<file path="src/rtl/lus_pkg.sv">
// Package: shared bit positions of the decoded control word.
// Assumes the low four bits are single-bit flags and the ALU
// operation fills the bits above them.
package lus_pkg;
    localparam int CTL_MEMRD    = 0;
    localparam int CTL_MEMWR    = 1;
    localparam int CTL_REGWR    = 2;
    localparam int CTL_LDTOREG  = 3;
    localparam int CTL_ALU_LSB  = 4;
endpackage

</file>
<file path="src/rtl/lus_hazard_detect.sv">
// Module: compares the execute-stage load target with every
// decode-stage source field and flags a load-use hazard.
// Assumes register 0 is hardwired to zero and never a real dependence.
module lus_hazard_detect #(
    parameter int REG_W = 5,
    parameter int NSRC  = 2
) (
    input  logic                  ex_mem_read,
    input  logic [REG_W-1:0]      ex_dst,
    input  logic [NSRC*REG_W-1:0] id_srcs,
    output logic                  hazard
);
    logic [NSRC-1:0] src_hit;
    logic            dst_live;

    // one equality comparator per source field
    for (genvar g = 0; g < NSRC; g++) begin : g_cmp
        assign src_hit[g] = (id_srcs[g*REG_W +: REG_W] == ex_dst);
    end

    // combine: a load, a non-zero target and at least one match
    always_comb begin
        dst_live = (ex_dst != '0);
        hazard   = ex_mem_read && dst_live && (|src_hit);
    end
endmodule

</file>
<file path="src/rtl/lus_stall_actions.sv">
// Module: turns the hazard flag into the stall actions: it holds the
// program counter and the fetch/decode register, and it swaps the
// control word for a zero bubble. Data fields are left untouched.
module lus_stall_actions #(
    parameter int CTRL_W = 8
) (
    input  logic              hazard,
    input  logic [CTRL_W-1:0] id_ctrl,
    output logic              pc_we,
    output logic              ifid_we,
    output logic [CTRL_W-1:0] idex_ctrl_d
);
    // write enables drop and control is zeroed while the hazard is up
    always_comb begin
        pc_we       = !hazard;
        ifid_we     = !hazard;
        idex_ctrl_d = hazard ? '0 : id_ctrl;
    end
endmodule

</file>
<file path="src/rtl/lus_idex_reg.sv">
// Module: decode/execute register for the control word and the
// destination field. It has no enable, so it advances every cycle.
// Synchronous active-low reset clears both fields.
module lus_idex_reg #(
    parameter int CTRL_W = 8,
    parameter int REG_W  = 5
) (
    input  logic              clk,
    input  logic              rst_n,
    input  logic [CTRL_W-1:0] ctrl_d,
    input  logic [REG_W-1:0]  dst_d,
    output logic [CTRL_W-1:0] ctrl_q,
    output logic [REG_W-1:0]  dst_q
);
    // capture the next execute-stage contents, or clear them on reset
    always_ff @(posedge clk) begin
        if (!rst_n) begin
            ctrl_q <= '0;
            dst_q  <= '0;
        end else begin
            ctrl_q <= ctrl_d;
            dst_q  <= dst_d;
        end
    end
endmodule

</file>
<file path="src/rtl/lus_stall_ctrl.sv">
// Module: top of the load-use stall controller. It joins the hazard
// detector, the stall actions and the decode/execute register.
// Assumes forwarding outside this block covers every other dependence.
module lus_stall_ctrl #(
    parameter int REG_W = 5,
    parameter int ALU_W = 4,
    localparam int CTRL_W = lus_pkg::CTL_ALU_LSB + ALU_W
) (
    input  logic              clk,
    input  logic              rst_n,
    input  logic [REG_W-1:0]  id_rs1,
    input  logic [REG_W-1:0]  id_rs2,
    input  logic [REG_W-1:0]  id_dst,
    input  logic [CTRL_W-1:0] id_ctrl,
    output logic              pc_we,
    output logic              ifid_we,
    output logic              stall,
    output logic [CTRL_W-1:0] ex_ctrl,
    output logic [REG_W-1:0]  ex_dst
);
    logic              hazard;
    logic [CTRL_W-1:0] idex_ctrl_d;

    lus_hazard_detect #(.REG_W(REG_W), .NSRC(2)) u_detect (
        .ex_mem_read (ex_ctrl[lus_pkg::CTL_MEMRD]),
        .ex_dst      (ex_dst),
        .id_srcs     ({id_rs2, id_rs1}),
        .hazard      (hazard)
    );

    lus_stall_actions #(.CTRL_W(CTRL_W)) u_actions (
        .hazard      (hazard),
        .id_ctrl     (id_ctrl),
        .pc_we       (pc_we),
        .ifid_we     (ifid_we),
        .idex_ctrl_d (idex_ctrl_d)
    );

    lus_idex_reg #(.CTRL_W(CTRL_W), .REG_W(REG_W)) u_idex (
        .clk    (clk),
        .rst_n  (rst_n),
        .ctrl_d (idex_ctrl_d),
        .dst_d  (id_dst),
        .ctrl_q (ex_ctrl),
        .dst_q  (ex_dst)
    );

    // the stall flag mirrors the detector output
    assign stall = hazard;
endmodule

</file>
<file path="config.mk">
export PLATFORM = sky130hd
export DESIGN_NAME = lus_stall_ctrl
export DESIGN_NICKNAME = d
export VERILOG_FILES = /design/src/rtl/lus_pkg.sv /design/src/rtl/lus_hazard_detect.sv /design/src/rtl/lus_stall_actions.sv /design/src/rtl/lus_idex_reg.sv /design/src/rtl/lus_stall_ctrl.sv
export SDC_FILE = /design/constraint.sdc
export NUM_CORES = 1
export LEC_CHECK = 0
export BUFFER_PORTS_ARGS = -buffer_cell sky130_fd_sc_hd__buf_2
export CORE_MARGIN = 2
export CORE_UTILIZATION = 33
export CTS_CLUSTER_DIAMETER = 30
export DETAILED_ROUTE_END_ITERATION = 7
export PLACE_DENSITY = 0.75
export SLEW_MARGIN = 5
export SYNTH_ARGS = -nofsm -noshare
export SYNTH_HDL_FRONTEND = slang
export SYNTH_SLANG_ARGS = --single-unit
</file>
<file path="constraint.sdc">
create_clock -name clk -period 1.27 [get_ports clk]
set_input_delay 0.0635 -clock clk [delete_from_list [all_inputs] [get_ports clk]]
set_output_delay 0.0635 -clock clk [all_outputs]
set_load 0.1 [all_outputs]
</file>
Yosys cells after proc, flatten, opt, wreduce, memory -nomap -nowiden. Index checks and enable logic that the tools add are counted.

Output and inout port bits: 16. Logic and storage cells: 11. Input port bits: 25. Bits in registers: 13.

Equal/unequal tests: 2. Bitwise operators: 1. Reduce and logical (&&, ||, !) cells: 6.

Operators with widths (number): == test 5 bit (2); nonzero test 5 bit (1); OR reduction 2 bit (2); logical AND 1 bit (2); zero test 1 bit (1); NOT 1 bit (1).

Logic depth before layout (Yosys ltp).
Depth after elaboration: 4. Mapped depth: 5. Depth with buffers taken out: 4.

By module. A second synthesis with hierarchy kept.

Cell total of the unflattened synthesis: 54. Area, all modules: 550.5 um^2.

By module, submodules not included: lus_idex_reg (instances 1, area an instance 364.1 um^2, cells each 27, sequential area each 260.2 um^2); lus_hazard_detect (instances 1, area an instance 125.1 um^2, cells each 17, sequential area each 0.0 um^2); lus_stall_actions (instances 1, area an instance 61.3 um^2, cells each 10, sequential area each 0.0 um^2).

Worst setup path before layout. OpenSTA, ideal clock, no wires.

Path type: register to output. From: register u_idex.dst_q[4]. To: output port pc_we. Required time: 1.207 ns. Cell stages (with the launch flop): 6. Path buffers: 1. Setup slack: -1.519 ns. Data arrival time: 2.725 ns. Path through: dfxtp_1 -> xnor2_1 -> nand3_1 -> o22ai_2 -> nand2_1 -> buf_4.

Word-level cells in the longest chain between the ends: 4. Elaborated cells on any way between the ends: 7. Those cells by class: eq/ne: 2; reduce/logical: 5.

RTL lines: start, declared (line lus_idex_reg.sv:13) `output logic [REG_W-1:0] dst_q`; start signal, assigned (line lus_idex_reg.sv:22) `dst_q <= dst_d;`; == test 5 bit / nonzero test 5 bit (equally long branches) (line lus_hazard_detect.sv:18, lus_hazard_detect.sv:23); OR reduction 2 bit / logical AND 1 bit (equally long branches) (line lus_hazard_detect.sv:24) `hazard = ex_mem_read && dst_live && (|src_hit);`; logical AND 1 bit * (line lus_hazard_detect.sv:24); zero test 1 bit *; end, declared (line lus_stall_ctrl.sv:15) `output logic pc_we,`.

Mark *: on every way between the ends. The rest lies on a longest branch, timed or not.

Worst setup path in the final report.
From: register u_idex.dst_q[0]. To: output port stall.

Word-level cells in the longest chain between the ends: 3. Elaborated cells on any way between the ends: 6. Those cells by class: eq/ne: 2; reduce/logical: 4.

RTL lines: == test 5 bit / nonzero test 5 bit (equally long branches) (line lus_hazard_detect.sv:18, lus_hazard_detect.sv:23); OR reduction 2 bit / logical AND 1 bit (equally long branches) (line lus_hazard_detect.sv:24); logical AND 1 bit * (line lus_hazard_detect.sv:24); end, declared (line lus_stall_ctrl.sv:17) `output logic stall,`.

Marked as above.

==> flow_summary_export.csv <==
group,metric,value,unit
clock_network,clk_pin_slew,0.07,ns
power_and_ir_drop,p_leak,0.466,nW
floorplan,rows,14,
synth,synthesis.nets,82,
place,postPlaceCellArea,852,sq um
critical_path,r2r_cells,4,
critical_path,max_stage_delay,0.52,ns
sta,whs,0.0214,ns
layout,register_area,279,sq um
detailed_routing,route.detailed.wl_per_inst,13.1,microns
hold_path,holdCritStartpoint,"id_dst[2]",
synth,synth_area_leader_cell,"dfxtp_1",
clock_network,clockRootBuffer,"clkbuf_4",
global_route,grt_pass1_wl,2270,microns
floorplan,initial_utilization,35.5,%
place,port_buffers,40,
place,place.gp.congestion,0.646,
sta,rsz0062_at_grt,"yes",
synth,synth_edf_count,0,
detailed_routing,wl,1590,microns
detailed_routing,dr.first_iter.drc_count,4,
detailed_routing,ant_nets,0,
critical_path,cp-end-kind,"output port",
synth,seq_area_frac_synth,48.7,%
floorplan,num_io_pins,41,
synth,synth_common_cells,"dfxtp_1, nand2_1, xnor2_1, a21oi_1, and2_1",
synth,yosys-top-cells-area,"dfxtp_1, xnor2_1, nand2_1, a21oi_1, and2_1",
power_and_ir_drop,powerDensity,1080,nW/um^2
hold_path,holdPathStages,2,
critical_path,cp_top_family,"simple AND/OR/NAND/NOR gates",
detailed_routing,vias,550,
layout,antenna_cells,0,
clock_network,htreeDepth,1,
floorplan,core_area,1510,sq um
layout,area_delta_synth_final,88.1,%
floorplan,die_y,44.2,microns
job,maxCapViolCount,0,
layout,fin_util,66.7,%
detailed_routing,firstDrtPassIters,4,
sta,tns,-2.48,ns
power_and_ir_drop,fin_total_pwr,1.08,mW
clock_network,clockBufferDepth,2,
synth,postSynth.asyncResetShare,0,%
layout,nFillCells,138,
critical_path,slowest_stage,"or4_4",
sta,final-hold-violation-count,0,
hold_path,min_path_type,"input port to flip-flop",
critical_path,crit_fanout,3,
synth,syn_inst,57,
synth,yosys_warnings,0,
synth,ys_ff_latch,13,
sta,finalCriticalPeriod,1.73,ns
outcome,status,"finished with violations",
clock_network,clkSinkCount,13,
power_and_ir_drop,vdd_drop_max,654,uV
layout,final_area,1000,sq um
hold_path,worstHoldEndpoint,"u_idex.dst_q[2]",
synth,synthDominantCellAreaShare,48.7,%
synth,syn_avg_cell_area,9.37,sq um
sta,period_share,136,%
global_route,grtUsageTotal,16.4,%
critical_path,startpoint_type,"flip-flop",
sta,worst_pin_slew,0.491,ns
synth,syn-cell-area,534,sq um
outcome,failed_checks,"negative setup slack",
global_route,antenna_found_initial,0,
layout,stdcell_count,121,
clock_network,worstSkewPairLatency,0.26,ns
clock_network,cts_tree,"built",
place,dp.cells,114,
detailed_routing,drc,0,
sta,fin_ws,-0.463,ns
floorplan,die_x,44.2,microns
synth,synth.most_common_cell,"dfxtp_1",
sta,final-setup-viol-count,11,
clock_network,cts_made_buffers,3,
layout,drive_above_1_share,68.6,%
synth,synth_ff_type,"dfxtp_1",
critical_path,crit_arrival,1.67,ns
sta,finClkSkew,0.00922,ns
sta,fmax,577,MHz
global_route,grt_max_degree,14,
place,pre_cts_ws,-0.283,ns
sta,slew_viol_final,0,
synth,synth.distinct_cells,12,
critical_path,timing.rr.start,"u_idex.dst_q[0]",
critical_path,crit_path_cell_trace,"or4_4, o21a_4, and2_4, buf_12",
critical_path,r2r-end,"u_idex.ctrl_q[4]",
critical_path,criticalPathCategory,"flip-flop to output port",
global_route,grt_pass1_vias,565,
global_route,grt_overflow,0,
layout,multi_input_area,345,sq um
critical_path,crit_buf_inv,1,
sta,maxSlewHeadroom,67.5,%
critical_path,r2r_slack,-0.18,ns
detailed_routing,viasPerCell,4.55,
critical_path,crit_required,1.21,ns
floorplan,dieArea,1960,sq um
layout,final_nets,131,
[cell type report]
| type | count | area share, % |
|---|---|---|
| flip-flops and latches | 13 | 27.8 |
| multi-input cells | 40 | 34.4 |
| well taps | 16 | 1.99 |
| clock buffers | 4 | 2.62 |
| repair buffers | 48 | 33.3 |
[timing repair]
| action | CTS | global route |
|---|---|---|
| setup endpoints to repair | 11 | 11 |
| hold endpoints to repair | 2 | 0 |
| hold buffers | 2 | 0 |
| pin swaps | 10 | 4 |
| resized for setup | 13 | 6 |
| setup buffers | 1 | 0 |
[how the worst max path moves through the flow]
stage,startpoint,to,slack [ns],cells after the start
3_5_place_dp,u_idex.dst_q[0],u_idex.ctrl_q[2],-0.28,4
2_1_floorplan,u_idex.dst_q[0],pc_we,-0.46,5
5_1_grt,u_idex.dst_q[0],stall,-0.50,4
3_3_place_gp,u_idex.dst_q[0],stall,-0.21,4
6_report,u_idex.dst_q[0],stall,-0.46,4
4_1_cts,u_idex.dst_q[0],stall,-0.48,4
[report_power, final]
part	leakage (nW)	switching, mW	internal [mW]
registers	0.111	0.0120	0.426
clock network	0.0150	0.117	0.121
logic	0.340	0.276	0.130
total	0.466	0.405	0.678
[cells by family after synthesis]
kind of cell / count (synthesis) / synth area share [%]
AOI/OAI and AO/OA: 10 / 11.2
xor gates and xnor gates: 10 / 16.4
buffers and inverters: 4 / 5.62
DFF: 13 / 48.7
and+or+nand+nor: 20 / 18.0
[flip-flops by register name, indices dropped and copies added, names as in the netlist]
name           count
u_idex.ctrl_q      8
u_idex.dst_q       5
[per-layer routing]
metal	vias to the layer above	GRT usage, %	share of wire [%]
li1	280	-	-
met1	247	14.5	31
met4	0	7.27	1.5
met5	-	0	0
met3	2	1.22	4.5
met2	21	35.6	63
[placed cells by master, fill, tap and decap left out, types with 2 or more instances in the layout]
cell type	Yosys	final
buf_2	0	37
nand2_1	11	9
dfxtp_1	13	8
a21oi_2	0	7
xnor2_1	10	6
and2_1	6	5
dfxtp_4	0	5
xnor2_2	0	4
buf_12	0	4
clkbuf_4	0	3
buf_4	2	3
dlygate4sd3_1	0	2
(Power assumes the default switching activity.)
